**config.mk**
```make
export PLATFORM = sky130hd
export DESIGN_NAME = serial_eeprom_emu
export DESIGN_NICKNAME = d
export VERILOG_FILES = /design/src/rtl/eep_pkg.sv /design/src/rtl/eep_sync.sv /design/src/rtl/eep_array.sv /design/src/rtl/eep_ctrl.sv /design/src/rtl/serial_eeprom_emu.sv
export SDC_FILE = /design/constraint.sdc
export NUM_CORES = 2
export LEC_CHECK = 0
export BUFFER_PORTS_ARGS = -buffer_cell sky130_fd_sc_hd__buf_2
export CAP_MARGIN = 15
export CORE_ASPECT_RATIO = 0.75
export CORE_UTILIZATION = 55
export CTS_CLUSTER_SIZE = 8
export DETAILED_ROUTE_END_ITERATION = 16
export HOLD_SLACK_MARGIN = 0.15
export PLACE_DENSITY_LB_ADDON = 0.3
export SYNTH_ARGS = -nofsm -noshare
export SYNTH_HDL_FRONTEND = slang
export SYNTH_SLANG_ARGS = --single-unit
```
**constraint.sdc**
```tcl
create_clock -name clk -period 6.2 [get_ports clk]
set_input_delay 0.62 -clock clk [delete_from_list [all_inputs] [get_ports clk]]
set_output_delay 0.62 -clock clk [all_outputs]
set_load 0.01 [all_outputs]
```
**src/rtl/eep_pkg.sv**
```systemverilog
package eep_pkg;
  typedef enum logic [2:0] {S_WAIT, S_CMD, S_READ, S_DATA, S_ARMED, S_SKIP} ser_state_e;
  typedef enum logic [1:0] {PK_NONE, PK_ONE, PK_ALL} prog_kind_e;

  localparam logic [1:0] OPC_EXT   = 2'b00;
  localparam logic [1:0] OPC_WRITE = 2'b01;
  localparam logic [1:0] OPC_READ  = 2'b10;
  localparam logic [1:0] OPC_ERASE = 2'b11;

  localparam logic [1:0] SUB_WDS   = 2'b00;
  localparam logic [1:0] SUB_WRALL = 2'b01;
  localparam logic [1:0] SUB_ERAL  = 2'b10;
  localparam logic [1:0] SUB_WEN   = 2'b11;
endpackage

```
**src/rtl/eep_sync.sv**
```systemverilog
module eep_sync #(
  parameter int STAGES = 2,
  parameter int WIDTH  = 3
) (
  input  logic             clk,
  input  logic             rst_n,
  input  logic [WIDTH-1:0] raw_i,
  output logic [WIDTH-1:0] lvl_o,
  output logic [WIDTH-1:0] rise_o,
  output logic [WIDTH-1:0] fall_o
);
  for (genvar g = 0; g < WIDTH; g++) begin : g_bit
    logic [STAGES-1:0] chain;
    logic              prev;
    always_ff @(posedge clk or negedge rst_n) begin
      if (!rst_n) begin
        chain <= '0;
        prev  <= 1'b0;
      end else begin
        chain <= {chain[STAGES-2:0], raw_i[g]};
        prev  <= chain[STAGES-1];
      end
    end
    assign lvl_o[g]  = chain[STAGES-1];
    assign rise_o[g] = chain[STAGES-1] & ~prev;
    assign fall_o[g] = ~chain[STAGES-1] & prev;
  end
endmodule

```
**src/rtl/eep_array.sv**
```systemverilog
module eep_array #(
  parameter int ADDR_W = 6,
  parameter int DATA_W = 16
) (
  input  logic              clk,
  input  logic              rst_n,
  input  logic              we_one,
  input  logic              we_all,
  input  logic [ADDR_W-1:0] waddr,
  input  logic [DATA_W-1:0] wdata,
  input  logic [ADDR_W-1:0] raddr,
  output logic [DATA_W-1:0] rdata
);
  localparam int DEPTH = 1 << ADDR_W;

  logic [DATA_W-1:0] mem [DEPTH];

  for (genvar g = 0; g < DEPTH; g++) begin : g_word
    logic hit;
    assign hit = we_all | (we_one & (waddr == ADDR_W'(g)));
    always_ff @(posedge clk or negedge rst_n) begin
      if (!rst_n)   mem[g] <= '1;
      else if (hit) mem[g] <= wdata;
    end
  end

  assign rdata = mem[raddr];

  p_we_exclusive_r6: assert property (@(posedge clk) disable iff (!rst_n)
    !(we_one && we_all));
endmodule

```
**src/rtl/eep_ctrl.sv**
```systemverilog
module eep_ctrl
  import eep_pkg::*;
#(
  parameter int ADDR_W      = 6,
  parameter int DATA_W      = 16,
  parameter int PROG_CYCLES = 4000
) (
  input  logic              clk,
  input  logic              rst_n,
  input  logic              cs_lvl,
  input  logic              cs_fall,
  input  logic              sck_rise,
  input  logic              din,
  input  logic [DATA_W-1:0] rd_word,
  output logic [ADDR_W-1:0] rd_addr,
  output logic              we_one,
  output logic              we_all,
  output logic [ADDR_W-1:0] wr_addr,
  output logic [DATA_W-1:0] wr_data,
  output logic              busy,
  output logic              dout
);
  localparam int CMD_W = 2 + ADDR_W;
  localparam int CMAX  = (DATA_W > CMD_W) ? DATA_W : CMD_W;
  localparam int CNT_W = $clog2(CMAX + 1);
  localparam int TMR_W = $clog2(PROG_CYCLES + 1);

  function automatic logic [ADDR_W-1:0] addr_step(input logic [ADDR_W-1:0] a);
    return a + {{(ADDR_W-1){1'b0}}, 1'b1};
  endfunction

  function automatic logic [DATA_W-1:0] take_bit(input logic [DATA_W-1:0] w, input logic b);
    return {w[DATA_W-2:0], b};
  endfunction

  function automatic logic prog_armed(input ser_state_e st, input logic [CNT_W-1:0] n);
    return (st == S_ARMED) || (st == S_DATA && n == CNT_W'(DATA_W));
  endfunction

  ser_state_e        state_q;
  logic [CNT_W-1:0]  cnt_q;
  logic [CMD_W-1:0]  cmd_q;
  logic [ADDR_W-1:0] addr_q, pa_q;
  logic [DATA_W-1:0] sh_q, pd_q;
  prog_kind_e        pk_q;
  logic              load_q, dout_q, wen_q, busy_q, flag_q;
  logic [TMR_W-1:0]  timer_q;

  // named events
  logic [CMD_W-1:0]  cmd_word;
  logic [1:0]        opc, sub;
  logic [ADDR_W-1:0] cmd_addr;
  logic              start_bit, cmd_last, prog_start, prog_done, flag_clear;

  assign cmd_word   = {cmd_q[CMD_W-2:0], din};
  assign opc        = cmd_word[CMD_W-1 -: 2];
  assign cmd_addr   = cmd_word[ADDR_W-1:0];
  assign sub        = cmd_word[ADDR_W-1 -: 2];
  assign start_bit  = cs_lvl && sck_rise && din && state_q == S_WAIT && !busy_q;
  assign cmd_last   = cs_lvl && sck_rise && state_q == S_CMD && cnt_q == CNT_W'(CMD_W-1);
  assign prog_start = cs_fall && prog_armed(state_q, cnt_q) && wen_q && !busy_q;
  assign prog_done  = busy_q && timer_q == TMR_W'(1);
  assign flag_clear = cs_lvl && sck_rise && din;

  always_ff @(posedge clk or negedge rst_n) begin
    if (!rst_n) begin
      state_q <= S_WAIT;
      cnt_q   <= '0;
      cmd_q   <= '0;
      addr_q  <= '0;
      pa_q    <= '0;
      sh_q    <= '0;
      pd_q    <= '0;
      pk_q    <= PK_NONE;
      load_q  <= 1'b0;
      dout_q  <= 1'b0;
      wen_q   <= 1'b0;
      busy_q  <= 1'b0;
      flag_q  <= 1'b0;
      timer_q <= '0;
    end else begin
      // programming timer
      if (prog_start) begin
        busy_q  <= 1'b1;
        timer_q <= TMR_W'(PROG_CYCLES);
        flag_q  <= 1'b1;
      end else if (busy_q) begin
        timer_q <= timer_q - TMR_W'(1);
        if (prog_done) busy_q <= 1'b0;
      end
      if (flag_clear) flag_q <= 1'b0;

      if (load_q) begin
        sh_q   <= rd_word;
        load_q <= 1'b0;
      end

      if (!cs_lvl) begin
        state_q <= S_WAIT;
      end else if (sck_rise) begin
        case (state_q)
          S_WAIT: if (start_bit) begin
            state_q <= S_CMD;
            cnt_q   <= '0;
          end
          S_CMD: begin
            cmd_q <= cmd_word;
            cnt_q <= cnt_q + CNT_W'(1);
            if (cmd_last) begin
              cnt_q <= '0;
              case (opc)                // decode
                OPC_READ: begin
                  state_q <= S_READ;
                  addr_q  <= cmd_addr;
                  load_q  <= 1'b1;
                  dout_q  <= 1'b0;
                end
                OPC_WRITE: begin
                  state_q <= S_DATA;
                  pa_q    <= cmd_addr;
                  pk_q    <= PK_ONE;
                end
                OPC_ERASE: begin
                  state_q <= S_ARMED;
                  pa_q    <= cmd_addr;
                  pd_q    <= '1;
                  pk_q    <= PK_ONE;
                end
                default: begin
                  case (sub)
                    SUB_WEN:   begin wen_q <= 1'b1; state_q <= S_SKIP; end
                    SUB_WDS:   begin wen_q <= 1'b0; state_q <= S_SKIP; end
                    SUB_WRALL: begin state_q <= S_DATA;  pk_q <= PK_ALL; end
                    default:   begin state_q <= S_ARMED; pk_q <= PK_ALL; pd_q <= '1; end
                  endcase
                end
              endcase
            end
          end
          S_READ: begin
            dout_q <= sh_q[DATA_W-1];
            if (cnt_q == CNT_W'(DATA_W-1)) begin
              cnt_q  <= '0;
              addr_q <= addr_step(addr_q);
              load_q <= 1'b1;
            end else begin
              sh_q  <= sh_q << 1;
              cnt_q <= cnt_q + CNT_W'(1);
            end
          end
          S_DATA: begin
            pd_q <= take_bit(pd_q, din);    // keeps last bits
            if (cnt_q != CNT_W'(DATA_W)) cnt_q <= cnt_q + CNT_W'(1);
          end
          default: ;
        endcase
      end
    end
  end

  assign rd_addr = addr_q;
  assign wr_addr = pa_q;
  assign wr_data = pd_q;
  assign we_one  = prog_done && pk_q == PK_ONE;
  assign we_all  = prog_done && pk_q == PK_ALL;
  assign busy    = busy_q;
  assign dout    = cs_lvl && ((state_q == S_READ) ? dout_q : (flag_q && !busy_q));

  p_start_needs_wen_r4: assert property (@(posedge clk) disable iff (!rst_n)
    $rose(busy_q) |-> $past(wen_q));
  p_target_frozen_r9: assert property (@(posedge clk) disable iff (!rst_n)
    busy_q |=> ($stable(pa_q) && $stable(pd_q) && $stable(pk_q)));
  p_dout_on_rise_r2: assert property (@(posedge clk) disable iff (!rst_n)
    !sck_rise |=> $stable(dout_q));
  p_idle_deselected_r10: assert property (@(posedge clk) disable iff (!rst_n)
    !cs_lvl |=> state_q == S_WAIT);
  p_busy_ends_commit_r7: assert property (@(posedge clk) disable iff (!rst_n)
    $fell(busy_q) |-> $past(we_one || we_all));
endmodule

```
**src/rtl/serial_eeprom_emu.sv**
```systemverilog
module serial_eeprom_emu #(
  parameter int ADDR_W      = 6,
  parameter int DATA_W      = 16,
  parameter int PROG_CYCLES = 4000,
  parameter int SYNC_STAGES = 2
) (
  input  logic clk,
  input  logic rst_n,
  input  logic cs_i,
  input  logic sck_i,
  input  logic din_i,
  output logic dout_o
);
  logic [2:0]        lvl, rise, fall;
  logic [ADDR_W-1:0] rd_addr, wr_addr;
  logic [DATA_W-1:0] rd_word, wr_data;
  logic              we_one, we_all, busy;

  eep_sync #(.STAGES(SYNC_STAGES), .WIDTH(3)) i_sync (
    .clk(clk), .rst_n(rst_n), .raw_i({cs_i, sck_i, din_i}),
    .lvl_o(lvl), .rise_o(rise), .fall_o(fall)
  );

  eep_ctrl #(.ADDR_W(ADDR_W), .DATA_W(DATA_W), .PROG_CYCLES(PROG_CYCLES)) i_ctrl (
    .clk(clk), .rst_n(rst_n),
    .cs_lvl(lvl[2]), .cs_fall(fall[2]), .sck_rise(rise[1]), .din(lvl[0]),
    .rd_word(rd_word), .rd_addr(rd_addr),
    .we_one(we_one), .we_all(we_all), .wr_addr(wr_addr), .wr_data(wr_data),
    .busy(busy), .dout(dout_o)
  );

  eep_array #(.ADDR_W(ADDR_W), .DATA_W(DATA_W)) i_array (
    .clk(clk), .rst_n(rst_n), .we_one(we_one), .we_all(we_all),
    .waddr(wr_addr), .wdata(wr_data), .raddr(rd_addr), .rdata(rd_word)
  );

  p_quiet_when_deselected_r10: assert property (@(posedge clk) disable iff (!rst_n)
    !lvl[2] |-> !dout_o);
endmodule

```
==> key figures <==
Setup path
  – Worst setup EP type: flip-flop
  – CP arrival: 4590 ps
  – Worst path cell trace: or4b_1, nor2_1, and4b_4, buf_4, buf_4, nand2_4, mux2_1
  – Most frequent CP cell: buf_4
  – Req. time, crit path: 6850 ps
  – Worst Path Buf+Inv: 2
  – Delay-heaviest family, CP: simple AND/OR/NAND/NOR gates
  – Critical path's slowest cell: and4b_4
  – CP max stage delay: 850 ps
  – Critical path fanouts, max: 39
  – Worst setup SP type: flip-flop
  – Critical path class: flip-flop to flip-flop

Final layout
  – # fillers: 6907
  – Syn-to-layout area delta: 9.214%
  – Final core utilization: 60.66%
  – Commonest non-fill, non-tap cell in the layout: dfstp_2
  – Multi-input gate area: 22210 µm²
  – Ratio of cells with drive above 1 in the final layout: 62.85%
  – Most frequent cells in the layout: dfstp_2 (1024), mux2_2 (577), mux2_1 (490)
  – Register area: 29090 µm²
  – Final-stage net count: 3419

Synthesis
  – Synth Cell Area: 52990 µm²
  – Top FF cell, synth: dfstp_2
  – Syn avg cell area: 15.18 µm²
  – Synth top area cells: dfstp_2 (51%), mux2_2 (12%), mux2_1 (10%)
  – Syn_nets: 3509
  – Post-synth ARST share: 100.0%
  – Synth Instances: 3490
  – Distinct cell type count after synthesis: 64
  – EDFF count, synth: 0
  – Synth warnings: 0
  – Post-synthesis register bit count: 1110
  – Largest area contributor in the netlist: dfstp_2
  – Top-area cell type share of the netlist area: 50.78%
  – Seq/Total Area, Yosys: 54.84%

Power
  – Peak VDD IR: 0.3217 mV
  – Leak: 24.32 nW
  – PD cells: 261.2 nW/µm²

GRT
  – Met2 Track Usage GR: 40.71%
  – Global-route wire length before repair: 206.9 mm
  – Top Usage Layer GRT: met1
  – Final global-route overflow total: 0
  – Pin count of the biggest net entering global routing: 193
  – Initial antenna violation count: 1
  – Grt met3 use: 6.712%
  – GR Util met1: 41.75%
  – Total GRT Usage: 28.20%
  – Vias in the first global route: 32864

STA
  – Tmin final: 3936 ps
  – Final Slew Violations: 0
  – Final Skew: 23.87 ps
  – Hold Vio Cnt, Final: 0
  – Max Freq: 254.1 MHz
  – Slew HR: 16.59%
  – RSZ-0062 raised after global routing: no
  – Final setup violation count: 0
  – Final period util: 63.48%
  – Worst-Margin Slew: 1251 ps
  – TNS Setup: 0 ps

Clocking
  – Total setup buffers inserted after CTS: 0
  – Hold_buf cts: 4
  – H-tree levels: 4
  – Clk slew on worst S/H paths: 50 ps
  – CTS tree: built
  – Post-CTS sizing: 0
  – CTS Buffer Depth: 3
  – Sink Count: 1110
  – Cts bufs inserted: 156
  – Worst skew pair latency: 750 ps
  – Clock Tree Root: clkbuf_16

Floorplan
  – Num rows: 98
  – Initial Util: 55.54%
  – Die height: 270.8 µm
  – Core region area: 95400 µm²
  – I/O pin total: 6
  – Die W: 360.4 µm
  – Die Footprint: 97600 µm²

Hold path
  – Hold Crit Class: flip-flop to flip-flop

Route
  – # DRC: 0
  – Routed vias: 30516
  – Vias per Instance: 6.509
  – Initial drt markers: 2984
  – Drt wl/cell: 28.48 µm
  – Post-Route WL: 133.5 mm
  – DRT Pass-1 Iters: 6
  – Antenna violation net count after detailed routing: 0

Flow run
  – Max-cap violations: 0

Placed design
  – Dpl hpwl: 81.02 mm
  – # port buffers: 5
  – Routability congestion estimate: 0.8893

Outcome
  – Status: finished clean
## stage by stage
step,cells,hold slack [ps],total power [mW],area [µm²],setup WS [ps]
2_1_floorplan,3490,324.4,7.408,52990,3715
3_5_place_dp,4487,337.0,7.565,53520,2391
6_report,4688,357.2,15.11,57870,2264
3_3_place_gp,4487,346.8,7.553,53520,2499
5_1_grt,4687,368.7,15.61,57870,2125
4_1_cts,4686,358.2,15.27,57840,2353
## flip-flops by register name, summed over array words and instances, names as in the netlist, 2 cells and up
signal and flops:
i_ctrl.cnt_q 5, i_ctrl.state_q 3, i_ctrl.rd_addr 6, i_sync.g_bit.prev 2, i_ctrl.wr_addr 6, i_ctrl.pk_q 2
i_ctrl.wr_data 16, i_ctrl.sh_q 16, i_array.mem 1024, i_ctrl.timer_q 12, i_ctrl.cmd_q 7, i_sync.g_bit.chain 6
## worst paths after layout
path	cells after the start	slack, ps	to	startpoint
worst max-delay path	7	2260	i_array.mem[299]	i_ctrl.busy
worst min-delay path	0	360	i_sync.g_bit[1].chain[1]	i_sync.g_bit[1].chain[0]
worst max register to register	7	2260	i_array.mem[299]	i_ctrl.busy
worst min register to register	0	360	i_sync.g_bit[1].chain[1]	i_sync.g_bit[1].chain[0]
max in group asynchronous	3	3920	i_ctrl.sh_q[1]	rst_n
min in group asynchronous	2	570	i_ctrl.wr_data[8]	rst_n
## final cells by class
type / count / area share, %
diodes: 1 / 0.004324
clock buffers: 190 / 7.278
clock inverters: 5 / 0.1146
inverters: 37 / 0.2422
multi-input cells: 2036 / 38.38
flip-flops and latches: 1110 / 50.26
well taps: 1250 / 2.703
repair buffers: 59 / 1.016
## synth_stat cells (12+ instances only)
master and number:
a211oi_1 15, a21oi_1 25, a221oi_1 15, a22oi_1 30, buf_1 12, buf_2 53
buf_4 27, buf_6 32, clkbuf_1 179, dfrtp_1 86, dfstp_2 1024, ha_1 14
inv_1 37, mux2_1 490, mux2_2 577, mux2i_1 76, mux4_2 242, nand2_1 161
nand2_4 40, nand3_1 17, nand4_1 37, nor2_1 65, o211ai_1 28, o21ai_0 83
o221a_2 14
## power by group
group          total, mW  internal, mW  switching (mW)  leakage, nW
combinational      0.160        0.0176           0.143         10.5
sequential          7.31          7.30         0.00838         11.7
clock               7.65          4.67            2.98         2.09
total               15.1          12.0            3.13         24.3
## cell families (layout without fill, tap and decap cells)
kind of cell / after synthesis / count (layout) / synth area share (%)
XOR/XNOR: 4 / 4 / 0.06613
multiplexers: 1385 / 1385 / 34.40
buffers and inverters: 344 / 291 / 3.301
AO/OA/AOI/OAI: 241 / 241 / 3.072
flip-flops: 1110 / 1110 / 54.84
adder cells (fa/ha/maj): 14 / 14 / 0.3306
other: 0 / 1 / 0
AND/OR/NAND/NOR: 392 / 392 / 3.991
## routing by layer
metal	share of wire, %	wire length [µm]
met4	2.8	3724
met2	44	58840
met3	7.9	10520
met1	45	60420
met5	0	0
No activity file was read; power rests on OpenSTA's default activity.
